**config.mk**
```make
export PLATFORM = sky130hd
export DESIGN_NAME = irq_prio_ctrl
export DESIGN_NICKNAME = d
export VERILOG_FILES = /design/src/rtl/irqc_pkg.sv /design/src/rtl/irqc_edge.sv /design/src/rtl/irqc_bus_dec.sv /design/src/rtl/irqc_state.sv /design/src/rtl/irqc_arb_tree.sv /design/src/rtl/irq_prio_ctrl.sv
export SDC_FILE = /design/constraint.sdc
export NUM_CORES = 2
export LEC_CHECK = 0
export ABC_CLOCK_PERIOD_IN_PS = 24300
export BUFFER_PORTS_ARGS = -buffer_cell sky130_fd_sc_hd__buf_2
export CELL_PAD_IN_SITES_DETAIL_PLACEMENT = 0
export CELL_PAD_IN_SITES_GLOBAL_PLACEMENT = 2
export CORE_UTILIZATION = 25
export CTS_BUF_LIST = sky130_fd_sc_hd__clkbuf_4
export DETAILED_ROUTE_END_ITERATION = 7
export MAX_ROUTING_LAYER = met4
export PLACE_DENSITY_LB_ADDON = 0.1
export SLEW_MARGIN = 30
export SYNTH_ARGS = -nofsm -noshare
export SYNTH_HDL_FRONTEND = slang
export SYNTH_HIERARCHICAL = 1
export SYNTH_SLANG_ARGS = --single-unit
```
**constraint.sdc**
```tcl
create_clock -name clk -period 24.3 [get_ports clk]
set_input_delay 3.645 -clock clk [delete_from_list [all_inputs] [get_ports clk]]
set_output_delay 3.645 -clock clk [all_outputs]
set_load 0.01 [all_outputs]
```
**src/rtl/irqc_pkg.sv**
```systemverilog
// Shared constants for the interrupt controller register bank.
// The register region is taken from address bits [11:7].
// The word inside a region is taken from bits [6:2].
package irqc_pkg;
    localparam int unsigned ADDR_W    = 12;
    localparam int unsigned DATA_W    = 32;
    localparam int unsigned BANK_BITS = 32;  // lines per state word
    localparam int unsigned SLOT_BITS = 8;   // bits per priority slot
    localparam int unsigned SLOT_LSB  = 4;   // priority lives in upper nibble

    typedef enum logic [4:0] {
        RG_EN_SET = 5'h00,
        RG_EN_CLR = 5'h01,
        RG_PD_SET = 5'h02,
        RG_PD_CLR = 5'h03,
        RG_ACTIVE = 5'h04,
        RG_PRIO   = 5'h06,
        RG_TRIG   = 5'h1C
    } irqc_region_e;
endpackage

```
**src/rtl/irqc_edge.sv**
```systemverilog
// Rising-edge capture for the hardware interrupt inputs.
// Assumes irq_in is synchronous to clk.
// A line that is high for a single cycle produces one rise pulse.
module irqc_edge #(
    parameter int unsigned N = 64
) (
    input  logic         clk,
    input  logic         rst_n,
    input  logic [N-1:0] irq_in,
    output logic [N-1:0] rise
);
    logic [N-1:0] prev_q;

    // Hold last cycle's input levels.
    always_ff @(posedge clk) begin
        if (!rst_n) prev_q <= '0;
        else        prev_q <= irq_in;
    end

    assign rise = irq_in & ~prev_q;
endmodule

```
**src/rtl/irqc_bus_dec.sv**
```systemverilog
// Bus decode for the register bank.
// It turns single-cycle writes into per-line set/clear masks and priority
// loads, and it registers the read data.
// Assumes N is a multiple of 32 and at most 128.
// bus_addr[1:0] are ignored.
module irqc_bus_dec
    import irqc_pkg::*;
#(
    parameter int unsigned N  = 64,
    parameter int unsigned PW = 4
) (
    input  logic                  clk,
    input  logic                  rst_n,
    input  logic [ADDR_W-1:0]     bus_addr,
    input  logic [DATA_W-1:0]     bus_wdata,
    input  logic                  bus_we,
    input  logic                  bus_re,
    input  logic [N-1:0]          en_q,
    input  logic [N-1:0]          pd_q,
    input  logic [N-1:0]          act_q,
    input  logic [N-1:0][PW-1:0]  prio_q,
    output logic [N-1:0]          en_set,
    output logic [N-1:0]          en_clr,
    output logic [N-1:0]          pd_set,
    output logic [N-1:0]          pd_clr,
    output logic [N-1:0]          prio_we,
    output logic [N-1:0][PW-1:0]  prio_wdat,
    output logic [DATA_W-1:0]     bus_rdata
);
    localparam int unsigned NW  = N / BANK_BITS;
    localparam int unsigned NG  = N / 4;
    localparam int unsigned IDW = $clog2(N);

    logic [4:0]        region;
    logic [4:0]        widx;
    logic [8:0]        trig_id;
    logic [DATA_W-1:0] rd_word;
    logic              unused_lsb;

    assign region     = bus_addr[11:7];
    assign widx       = bus_addr[6:2];
    assign trig_id    = bus_wdata[8:0];
    assign unused_lsb = ^bus_addr[1:0];

    // Turn a write into set/clear masks and priority loads.
    always_comb begin : write_decode
        en_set    = '0;
        en_clr    = '0;
        pd_set    = '0;
        pd_clr    = '0;
        prio_we   = '0;
        prio_wdat = '0;
        if (bus_we) begin
            for (int w = 0; w < NW; w++) begin
                if (widx == 5'(w)) begin
                    case (region)
                        RG_EN_SET: en_set[w*BANK_BITS +: BANK_BITS] = bus_wdata;
                        RG_EN_CLR: en_clr[w*BANK_BITS +: BANK_BITS] = bus_wdata;
                        RG_PD_SET: pd_set[w*BANK_BITS +: BANK_BITS] = bus_wdata;
                        RG_PD_CLR: pd_clr[w*BANK_BITS +: BANK_BITS] = bus_wdata;
                        default: ;
                    endcase
                end
            end
            for (int g = 0; g < NG; g++) begin
                if (region == RG_PRIO && widx == 5'(g)) begin
                    for (int k = 0; k < 4; k++) begin
                        prio_we[4*g+k]   = 1'b1;
                        prio_wdat[4*g+k] = bus_wdata[SLOT_BITS*k+SLOT_LSB +: PW];
                    end
                end
            end
            if (region == RG_TRIG && widx == 5'd0 && trig_id < 9'(N))
                pd_set[trig_id[IDW-1:0]] = 1'b1;
        end
    end

    // Select the word addressed by a read.
    always_comb begin : read_mux
        rd_word = '0;
        for (int w = 0; w < NW; w++) begin
            if (widx == 5'(w)) begin
                case (region)
                    RG_EN_SET, RG_EN_CLR: rd_word = en_q[w*BANK_BITS +: BANK_BITS];
                    RG_PD_SET, RG_PD_CLR: rd_word = pd_q[w*BANK_BITS +: BANK_BITS];
                    RG_ACTIVE:            rd_word = act_q[w*BANK_BITS +: BANK_BITS];
                    default: ;
                endcase
            end
        end
        for (int g = 0; g < NG; g++) begin
            if (region == RG_PRIO && widx == 5'(g)) begin
                for (int k = 0; k < 4; k++)
                    rd_word[SLOT_BITS*k+SLOT_LSB +: PW] = prio_q[4*g+k];
            end
        end
    end

    // Register the read data; it is zero in cycles with no read.
    always_ff @(posedge clk) begin
        if (!rst_n)      bus_rdata <= '0;
        else if (bus_re) bus_rdata <= rd_word;
        else             bus_rdata <= '0;
    end
endmodule

```
**src/rtl/irqc_state.sv**
```systemverilog
// Per-line enable, pending, active and priority storage.
// It exports both the current state and the next state, so the arbiter
// can judge the state that the coming edge will load.
// Set sources win over clear sources on the same bit.
module irqc_state #(
    parameter int unsigned N  = 64,
    parameter int unsigned PW = 4,
    localparam int unsigned IDW = $clog2(N)
) (
    input  logic                 clk,
    input  logic                 rst_n,
    input  logic [N-1:0]         en_set,
    input  logic [N-1:0]         en_clr,
    input  logic [N-1:0]         pd_set,
    input  logic [N-1:0]         pd_clr,
    input  logic [N-1:0]         rise,
    input  logic [N-1:0]         prio_we,
    input  logic [N-1:0][PW-1:0] prio_wdat,
    input  logic                 ack_fire,
    input  logic [IDW-1:0]       ack_id,
    input  logic                 done,
    input  logic [IDW-1:0]       done_id,
    output logic [N-1:0]         en_q,
    output logic [N-1:0]         pd_q,
    output logic [N-1:0]         act_q,
    output logic [N-1:0][PW-1:0] prio_q,
    output logic [N-1:0]         en_n,
    output logic [N-1:0]         pd_n,
    output logic [N-1:0]         act_n,
    output logic [N-1:0][PW-1:0] prio_n
);
    logic [N-1:0] ack_mask;
    logic [N-1:0] done_mask;

    // Decode the acknowledge and completion line numbers.
    always_comb begin : id_decode
        ack_mask  = '0;
        done_mask = '0;
        for (int i = 0; i < N; i++) begin
            if (ack_fire && ack_id == IDW'(i)) ack_mask[i]  = 1'b1;
            if (done && done_id == IDW'(i))    done_mask[i] = 1'b1;
        end
    end

    // Form next state; sets are applied after clears.
    always_comb begin : next_state
        en_n  = (en_q & ~en_clr) | en_set;
        pd_n  = (pd_q & ~(pd_clr | ack_mask)) | pd_set | rise;
        act_n = (act_q & ~done_mask) | ack_mask;
        for (int i = 0; i < N; i++)
            prio_n[i] = prio_we[i] ? prio_wdat[i] : prio_q[i];
    end

    // Load the state registers.
    always_ff @(posedge clk) begin
        if (!rst_n) begin
            en_q   <= '0;
            pd_q   <= '0;
            act_q  <= '0;
            prio_q <= '0;
        end else begin
            en_q   <= en_n;
            pd_q   <= pd_n;
            act_q  <= act_n;
            prio_q <= prio_n;
        end
    end
endmodule

```
**src/rtl/irqc_arb_tree.sv**
```systemverilog
// Balanced comparison tree that finds the eligible line with the smallest
// priority value. On equal priority the lower line number wins.
// The tree is purely combinational.
// Assumes N is a power of two.
module irqc_arb_tree #(
    parameter int unsigned N  = 64,
    parameter int unsigned PW = 4,
    localparam int unsigned IDW = $clog2(N)
) (
    input  logic [N-1:0]         elig,
    input  logic [N-1:0][PW-1:0] prio,
    output logic                 win_valid,
    output logic [IDW-1:0]       win_id,
    output logic [PW-1:0]        win_prio
);
    for (genvar l = 0; l <= IDW; l++) begin : g_lvl
        localparam int unsigned CNT = N >> l;
        logic [CNT-1:0]          v;
        logic [CNT-1:0][PW-1:0]  p;
        logic [CNT-1:0][IDW-1:0] id;
        if (l == 0) begin : g_leaf
            for (genvar i = 0; i < CNT; i++) begin : g_i
                assign v[i]  = elig[i];
                assign p[i]  = prio[i];
                assign id[i] = IDW'(i);
            end
        end else begin : g_node
            for (genvar i = 0; i < CNT; i++) begin : g_i
                logic take_lo;
                // Lower-numbered half keeps the slot unless the upper half is strictly more urgent.
                assign take_lo = g_lvl[l-1].v[2*i] &&
                                 (!g_lvl[l-1].v[2*i+1] ||
                                  g_lvl[l-1].p[2*i] <= g_lvl[l-1].p[2*i+1]);
                assign v[i]  = g_lvl[l-1].v[2*i] | g_lvl[l-1].v[2*i+1];
                assign p[i]  = take_lo ? g_lvl[l-1].p[2*i]  : g_lvl[l-1].p[2*i+1];
                assign id[i] = take_lo ? g_lvl[l-1].id[2*i] : g_lvl[l-1].id[2*i+1];
            end
        end
    end

    assign win_valid = g_lvl[IDW].v[0];
    assign win_prio  = g_lvl[IDW].p[0];
    assign win_id    = g_lvl[IDW].id[0];
endmodule

```
**src/rtl/irq_prio_ctrl.sv**
```systemverilog
// Top of the prioritised interrupt controller register bank.
// It ties together the edge capture, the bus decode, the state registers and
// the comparison tree, and registers the selection outputs.
// The selection is computed from the next state, so it is never stale.
// Assumes NUM_IRQ is a power of two between 32 and 128.
// Assumes PRIO_W is at most 4.
module irq_prio_ctrl
    import irqc_pkg::*;
#(
    parameter int unsigned NUM_IRQ = 64,
    parameter int unsigned PRIO_W  = 4
) (
    input  logic                       clk,
    input  logic                       rst_n,
    input  logic [ADDR_W-1:0]          bus_addr,
    input  logic [DATA_W-1:0]          bus_wdata,
    input  logic                       bus_we,
    input  logic                       bus_re,
    output logic [DATA_W-1:0]          bus_rdata,
    input  logic [NUM_IRQ-1:0]         irq_in,
    input  logic                       ack,
    input  logic                       done,
    input  logic [$clog2(NUM_IRQ)-1:0] done_id,
    output logic                       sel_valid,
    output logic [$clog2(NUM_IRQ)-1:0] sel_id,
    output logic [PRIO_W-1:0]          sel_prio
);
    localparam int unsigned IDW = $clog2(NUM_IRQ);

    logic [NUM_IRQ-1:0]             rise;
    logic [NUM_IRQ-1:0]             en_set, en_clr, pd_set, pd_clr, prio_we;
    logic [NUM_IRQ-1:0][PRIO_W-1:0] prio_wdat;
    logic [NUM_IRQ-1:0]             en_q, pd_q, act_q;
    logic [NUM_IRQ-1:0]             en_n, pd_n, act_n;
    logic [NUM_IRQ-1:0][PRIO_W-1:0] prio_q, prio_n;
    logic                           ack_fire;
    logic                           cand_valid;
    logic [IDW-1:0]                 cand_id;
    logic [PRIO_W-1:0]              cand_prio;

    assign ack_fire = ack & sel_valid;

    irqc_edge #(.N(NUM_IRQ)) u_edge (
        .clk    (clk),
        .rst_n  (rst_n),
        .irq_in (irq_in),
        .rise   (rise)
    );

    irqc_bus_dec #(.N(NUM_IRQ), .PW(PRIO_W)) u_dec (
        .clk       (clk),
        .rst_n     (rst_n),
        .bus_addr  (bus_addr),
        .bus_wdata (bus_wdata),
        .bus_we    (bus_we),
        .bus_re    (bus_re),
        .en_q      (en_q),
        .pd_q      (pd_q),
        .act_q     (act_q),
        .prio_q    (prio_q),
        .en_set    (en_set),
        .en_clr    (en_clr),
        .pd_set    (pd_set),
        .pd_clr    (pd_clr),
        .prio_we   (prio_we),
        .prio_wdat (prio_wdat),
        .bus_rdata (bus_rdata)
    );

    irqc_state #(.N(NUM_IRQ), .PW(PRIO_W)) u_state (
        .clk       (clk),
        .rst_n     (rst_n),
        .en_set    (en_set),
        .en_clr    (en_clr),
        .pd_set    (pd_set),
        .pd_clr    (pd_clr),
        .rise      (rise),
        .prio_we   (prio_we),
        .prio_wdat (prio_wdat),
        .ack_fire  (ack_fire),
        .ack_id    (sel_id),
        .done      (done),
        .done_id   (done_id),
        .en_q      (en_q),
        .pd_q      (pd_q),
        .act_q     (act_q),
        .prio_q    (prio_q),
        .en_n      (en_n),
        .pd_n      (pd_n),
        .act_n     (act_n),
        .prio_n    (prio_n)
    );

    irqc_arb_tree #(.N(NUM_IRQ), .PW(PRIO_W)) u_arb (
        .elig      (en_n & pd_n & ~act_n),
        .prio      (prio_n),
        .win_valid (cand_valid),
        .win_id    (cand_id),
        .win_prio  (cand_prio)
    );

    // Register the selection alongside the state it describes.
    always_ff @(posedge clk) begin
        if (!rst_n) begin
            sel_valid <= 1'b0;
            sel_id    <= '0;
            sel_prio  <= '0;
        end else begin
            sel_valid <= cand_valid;
            sel_id    <= cand_id;
            sel_prio  <= cand_prio;
        end
    end
endmodule

```
After elaboration in Yosys (flattened, before gate mapping)
Cells that the tools add are included.
{"block": "totals", "romBits": 0, "ramBits": 0, "mem_count": 0, "input_bits": 120, "latch_bits": 0, "word_cells": 1150, "ff_bits": 555}
{"block": "op_classes", "shift": 0, "n_mul": 0, "n_mux": 441, "n_div": 0, "bitwise_logic": 81, "n_eq_ne": 147, "n_addsub": 0, "n_lt_le_gt_ge": 66, "reduce_logical": 343}
{"op": "2-to-1 mux 4 bit", "n": 207}
{"op": "2-to-1 mux 32 bit", "n": 16}
{"op": "AND 64 bit", "n": 6}
{"op": "== test 6 bit, second input constant", "n": 64}
{"op": "2-to-1 mux 64 bit", "n": 6}
{"op": "OR 64 bit", "n": 6}
{"op": "NOT 64 bit", "n": 5}
{"op": "2-to-1 mux 16 bit", "n": 16}
{"op": "2-to-1 mux 256 bit", "n": 1}
{"op": "less-or-equal comparator 4 bit", "n": 63}
{"op": "logical AND 1 bit", "n": 210}
{"op": "== test 6 x 5 -> 1 bit, second input constant", "n": 32}
{"op": "case mux 32 bit (3 select lines)", "n": 2}
{"op": "2-to-1 mux 6 bit", "n": 31}
{"op": "2-to-1 mux 1 bit", "n": 161}
{"op": "== test 6 x 4 -> 1 bit, second input constant", "n": 16}
{"op": "logical NOT 1 bit", "n": 63}
{"op": "logical OR 1 bit", "n": 63}
{"op": "OR 1 bit", "n": 63}
{"op": "== test 6 x 3 -> 1 bit, second input constant", "n": 8}
{"op": "== test 5 x 4 -> 1 bit, second input constant", "n": 8}
{"op": "== test 5 x 3 -> 1 bit, second input constant", "n": 6}
{"op": "== test 6 x 2 -> 1 bit, second input constant", "n": 4}
{"op": "== test 5 x 2 -> 1 bit, second input constant", "n": 4}
{"op": "other kinds (12)", "n": 17}

Longest topological paths before layout
{"block": "logic_depth", "depth_word": 35, "mapped_depth": 64, "ltp_nobuf": 60}

Cells and area by module
Netlist, hierarchy kept.
{"mod": "irqc_state", "n_inst": 1, "seq_area_each_um2": 8968.6, "cells_each": 1862, "area_per_inst_um2": 18584.1}
{"mod": "irqc_arb_tree", "n_inst": 1, "seq_area_each_um2": 0.0, "cells_each": 1630, "area_per_inst_um2": 11551.1}
{"mod": "irqc_bus_dec", "n_inst": 1, "seq_area_each_um2": 640.6, "cells_each": 1591, "area_per_inst_um2": 9930.8}
{"mod": "irqc_edge", "n_inst": 1, "seq_area_each_um2": 1281.2, "cells_each": 199, "area_per_inst_um2": 2160.8}
{"mod": "irq_prio_ctrl", "n_inst": 1, "seq_area_each_um2": 220.2, "cells_each": 88, "area_per_inst_um2": 867.1}

Worst setup path before layout
No wires, ideal clock.
{"block": "synth_timing", "path_type": "input to register", "startpoint": "in bus_addr[7]", "endpoint": "reg sel_prio[0]", "stages": 56, "slack_ns": 9.380, "arrival_time_ns": 14.806, "n_path_buf": 5, "cell_sequence": "buf_2 -> nand3b_1 -> nor2_4 -> nand2_1 -> nor2_1 -> clkbuf_1 -> buf_4 -> mux2_2 -> inv_1 -> ha_1 -> and3b_4 -> a2111oi_4 -> o21ai_1 -> mux2i_1 -> inv_1 -> ha_1 -> nor2b_1 -> o21a_1 -> [... 20 more ...] -> ha_1 -> nor2b_1 -> o21ai_0 -> nand2b_1 -> a21oi_1 -> nor2_1 -> a21oi_1 -> o2bb2ai_1 -> ha_1 -> nor2b_1 -> o21ai_0 -> nand2b_1 -> a21o_1 -> a21oi_1 -> clkbuf_1 -> o21ai_0 -> o22a_1 -> and2_1"}
{"block": "synth_between", "elab_cells_between_ends": 529, "cone_classes": "order compare (63); eq/ne (5); mux (180); bitwise (73); reduce/logical (208)"}
{"item": "from (decl)", "line": "irq_prio_ctrl.sv:15", "rtl": "input logic [ADDR_W-1:0] bus_addr,"}
{"item": "== test 5 x 3 -> 1 bit *", "line": "irqc_bus_dec.sv:66", "rtl": "if (region == RG_PRIO && widx == 5'(g)) begin"}
{"item": "logical AND 1 bit *", "line": "irqc_bus_dec.sv:66"}
{"item": "2-to-1 mux 4 bit *", "line": "irqc_bus_dec.sv:66"}
{"item": "2-to-1 mux 64 bit *", "line": "irqc_bus_dec.sv:53", "rtl": "if (bus_we) begin"}
{"item": "named net prio_we[20]", "line": "irq_prio_ctrl.sv:31", "rtl": "logic [NUM_IRQ-1:0] en_set, en_clr, pd_set, pd_clr, prio_we;"}
{"item": "2-to-1 mux 4 bit *", "line": "irqc_state.sv:51", "rtl": "prio_n[i] = prio_we[i] ? prio_wdat[i] : prio_q[i];"}
{"item": "less-or-equal comparator 4 bit", "line": "irqc_arb_tree.sv:33", "rtl": "g_lvl[l-1].p[2*i] <= g_lvl[l-1].p[2*i+1]);"}
{"item": "logical OR 1 bit", "line": "irqc_arb_tree.sv:32", "rtl": "(!g_lvl[l-1].v[2*i+1] ||"}
{"item": "[... 15 more ...]"}
{"item": "logical OR 1 bit", "line": "irqc_arb_tree.sv:32"}
{"item": "logical AND 1 bit", "line": "irqc_arb_tree.sv:31", "rtl": "assign take_lo = g_lvl[l-1].v[2*i] &&"}
{"item": "2-to-1 mux 4 bit *", "line": "irqc_arb_tree.sv:35", "rtl": "assign p[i] = take_lo ? g_lvl[l-1].p[2*i] : g_lvl[l-1].p[2*i+1];"}
{"item": "less-or-equal comparator 4 bit", "line": "irqc_arb_tree.sv:33"}
{"item": "logical OR 1 bit", "line": "irqc_arb_tree.sv:32"}
{"item": "logical AND 1 bit", "line": "irqc_arb_tree.sv:31"}
{"item": "2-to-1 mux 4 bit *", "line": "irqc_arb_tree.sv:35"}
{"item": "named net cand_prio[0]", "line": "irq_prio_ctrl.sv:39", "rtl": "logic [PRIO_W-1:0] cand_prio;"}
{"item": "to (signal assigned)", "line": "irq_prio_ctrl.sv:111", "rtl": "sel_prio <= cand_prio;"}
{"item": "to (decl)", "line": "irq_prio_ctrl.sv:26", "rtl": "output logic [PRIO_W-1:0] sel_prio"}
Mark *: on every way through the listed nets, which the timed path passes. The rest lies on a longest branch. The select of a mux whose other input is x is not followed.
A chain may end at the register's enable or synchronous reset.

Final worst setup path
{"block": "layout_timing", "startpoint": "in bus_addr[3]", "endpoint": "reg sel_id[0]"}
{"block": "layout_between", "elab_cells_between_ends": 597, "cone_classes": "order compare (63); eq/ne (15); mux (238); bitwise (73); reduce/logical (208)"}
{"item": "logical NOT 5 bit *", "line": "irqc_bus_dec.sv:55, irqc_bus_dec.sv:73"}
{"item": "2-to-1 mux 32 bit", "line": "irqc_bus_dec.sv:55", "rtl": "if (widx == 5'(w)) begin"}
{"item": "2-to-1 mux 32 bit", "line": "irqc_bus_dec.sv:53"}
{"item": "OR 64 bit (no source line)"}
{"item": "2-to-1 mux 64 bit *", "line": "irqc_bus_dec.sv:73", "rtl": "if (region == RG_TRIG && widx == 5'd0 && trig_id < 9'(N))"}
{"item": "2-to-1 mux 64 bit *", "line": "irqc_bus_dec.sv:53"}
{"item": "named net pd_set[24]", "line": "irq_prio_ctrl.sv:31"}
{"item": "OR 64 bit * (2 in series)", "line": "irqc_state.sv:48", "rtl": "pd_n = (pd_q & ~(pd_clr | ack_mask)) | pd_set | rise;"}
{"item": "named net pd_n[24]", "line": "irq_prio_ctrl.sv:34", "rtl": "logic [NUM_IRQ-1:0] en_n, pd_n, act_n;"}
{"item": "[... 17 more ...]"}
{"item": "logical OR 1 bit", "line": "irqc_arb_tree.sv:32"}
{"item": "logical AND 1 bit", "line": "irqc_arb_tree.sv:31"}
{"item": "2-to-1 mux 4 bit", "line": "irqc_arb_tree.sv:35"}
{"item": "less-or-equal comparator 4 bit", "line": "irqc_arb_tree.sv:33"}
{"item": "logical OR 1 bit", "line": "irqc_arb_tree.sv:32"}
{"item": "logical AND 1 bit", "line": "irqc_arb_tree.sv:31"}
{"item": "2-to-1 mux 6 bit *", "line": "irqc_arb_tree.sv:36", "rtl": "assign id[i] = take_lo ? g_lvl[l-1].id[2*i] : g_lvl[l-1].id[2*i+1];"}
{"item": "named net cand_id[0]", "line": "irq_prio_ctrl.sv:38", "rtl": "logic [IDW-1:0] cand_id;"}
{"item": "to (signal assigned)", "line": "irq_prio_ctrl.sv:110", "rtl": "sel_id <= cand_id;"}
{"item": "to (decl)", "line": "irq_prio_ctrl.sv:25", "rtl": "output logic [$clog2(NUM_IRQ)-1:0] sel_id,"}
Marked as above.

==> metrics.txt <==
commonest cells in the netlist 859 x and2_1, 555 x dfxtp_1, 383 x o21ai_0; Slew Limit Fails 0; pin count of the biggest net entering global routing approximately 170; nets approximately 6,000; Crit path max-delay family compound AO/OA/AOI/OAI gates; hold crit path type reg2reg; Mapped Cells 5,370; Worst slew margin 26.1%; Routed Antenna Nets 0; Avg Cell Area, Syn between 8 and 9 um2; share of the synthesized area in the top cell type between 20% and 30%; Initial DRC Count between 2,000 and 3,000; final core occ roughly 28%; Async S/R FF share, synth 0%; CTS Hold Buffers Added 0; antenna violations before repair 43; Yosys warning count 6; status finished clean; Setup crit start bus_addr[3]; crit path max-delay cell type nor4_2; crit-path max cell delay ~1 ns; Inserted Clock Buffers 184; share of layout cells above drive strength 1 17.9%; count of final hold-check violations 0; worst vdd ir between 0.04 and 0.05 mV; worst setup path class in2reg; CTS Sinks roughly 560; most frequent cell after synthesis and2_1; Rows about 150; core area roughly 0.17 mm2; Clock power frac 46.5%; Distinct cells, synth about 120; first-pass GRT wire length 305,000 um; setup TNS 0 ns; routed vias/inst 5.08; final setup vio count 0; post-route DRC violation count 0; CTS clk-pin slew, worst paths 0.07 ns; final worst path period share between 70% and 80%; FMAX about 0.055 GHz; Power Dens Cells roughly 44 mW/mm2; Psw 0.654 mW; Initial Util between 20% and 30%; synthesized cell area around 0.043 mm2; IO Count 163; unrepaired setup endpoints after global routing no; CP max FO 36; number of flops mapped to enable cells by yosys 0; CP most frequent cell o21ai_0; clock skew after layout 0.119 ns; Sw Ratio 30.9%; Combinational Power Share under 10%; Startpoint Class input port; Congestion Overflow GR 0; Die Footprint around 0.17 mm2; vias in the first global route roughly 39,000; ys flop type dfxtp_1; Static Leak 19.9 nW; Clock Latency Late Sink approximately 1.3 ns; post-CTS resize count 0; Reg power frac between 40% and 50%; hold path startpoint u_state/pd_q[9]$_SDFF_PN0_; Final GP Congestion 0.870; Min Hold Slack 0.492 ns; Final Power 2.12 mW; # port buffers 160; clk root buf clkbuf_4; P&R area growth vs syn 11.9%; DP Wirelength approximately 160,000 um; DR pass1 iterations 5; drt total wl between 200,000 and 250,000 um; Clock Path Buffers 3; H-Tree Level Count 4; Yosys top cell by area dfxtp_1; All-Layer GR Usage approximately a quarter; internal power ~1.5 mW; flops & latches, synth 555; Setup crit end kind flip-flop; max-cap check violation count 0; Worst R2R Start sel_id[0]$_SDFF_PN0_; Slew @ Worst Pin about 1.1 ns; total vias in the final route 40,400; Post-Syn Nets 5,715; crit path buf inv count 4; width of the die between 400 and 500 um; WL/cell about 28 um; Critical Path AT 19.30 ns; register area share after synthesis roughly a quarter; Final min period ~18 ns; Crit path required time between 20 and 30 ns; Synth area leaders dfxtp_1 26%, and2_1 12%, mux2_2 8.2%; Setup Buffers After CTS 0; chip height about 420 um; CTS tree yes
[cell usage in the layout (no fill, tap or decap), drive strengths merged, types with 85 or more instances in the layout]
cell | Yosys | routed
a21o | 85 | 85
a21oi | 219 | 219
and2 | 862 | 862
buf | 123 | 245
clkbuf | 184 | 255
dfxtp | 555 | 555
ha | 225 | 225
inv | 289 | 293
mux2 | 320 | 320
mux2i | 187 | 187
nand2 | 311 | 311
nand2b | 108 | 108
nor2 | 386 | 386
nor2b | 111 | 111
o21a | 129 | 129
o21ai | 395 | 395
[worst paths after layout]
kind,end,slack (ns),cells past startpoint
max reg2reg,sel_id[0]$_SDFF_PN0_,10.04,47
min reg2reg,u_state/pd_q[9]$_SDFF_PN0_,0.49,2
min,u_state/pd_q[9]$_SDFF_PN0_,0.49,2
max,sel_id[0]$_SDFF_PN0_,6.23,52
[tightest hold or removal path: cells and delay by family (launching register included)]
kind	cells	cell delay, ns
DFF	1	0.30
and+or+nand+nor	1	0.08
AOI/OAI and AO/OA	1	0.06
[sequential cells by signal, indices dropped and copies added, names as in the netlist]
| name | count |
|---|---|
| u_state/prio_q | 256 |
| u_edge/prev_q | 64 |
| u_state/act_q | 64 |
| u_state/en_q | 64 |
| u_state/pd_q | 64 |
| u_dec/bus_rdata | 32 |
| sel_id | 6 |
| sel_prio | 4 |
| sel_valid | 1 |
[stage by stage]
stage | setup WS, ns | instance area (um2) | cells
finish | 6.23 | 48200 | 7939
global route | 5.74 | 48200 | 7920
CTS | 6.71 | 48200 | 7916
detailed placement | 5.32 | 46000 | 7618
global placement | 5.01 | 46000 | 7618
floorplan | 9.38 | 43100 | 5370
[area by class of cell]
| cell class | count | area [um2] |
|---|---|---|
| Antenna cell | 23 | 57.6 |
| Clock buffer | 255 | 1910 |
| Clock inverter | 43 | 218 |
| Fill cell | 18800 | 123000 |
| Inverter | 290 | 1090 |
| Multi-Input combinational cell | 4218 | 29500 |
| Sequential cell | 555 | 11100 |
| Tap cell | 2310 | 2890 |
| Timing Repair Buffer | 245 | 1480 |
[cells by family after synthesis]
family	share of synthesized area (%)
muxes	13.1
xor gates and xnor gates	0.203
and+or+nand+nor	28.4
adders and majority gates	6.70
buffers and inverters	6.04
DFF	25.8
AOI/OAI and AO/OA	19.8
[routing by layer]
metal | vias to the layer above | track usage, % | part of all wire, %
li1 | 19200 | - | -
met1 | 19800 | 34.2 | 47
met2 | 1162 | 39.3 | 45
met3 | 261 | 3.99 | 5.5
met4 | 0 | 7.35 | 2.7
met5 | - | - | 0
[power by group through the flow]
stage	combinational, mW	clock [mW]	sequential [mW]
2_1_floorplan	0.0922	0	0.953
3_3_place_gp	0.194	0	0.957
3_5_place_dp	0.195	0	0.957
4_1_cts	0.195	1.03	0.937
5_1_grt	0.206	1.07	0.938
6_report	0.195	0.984	0.937
Power figures use the tool's default switching activity.
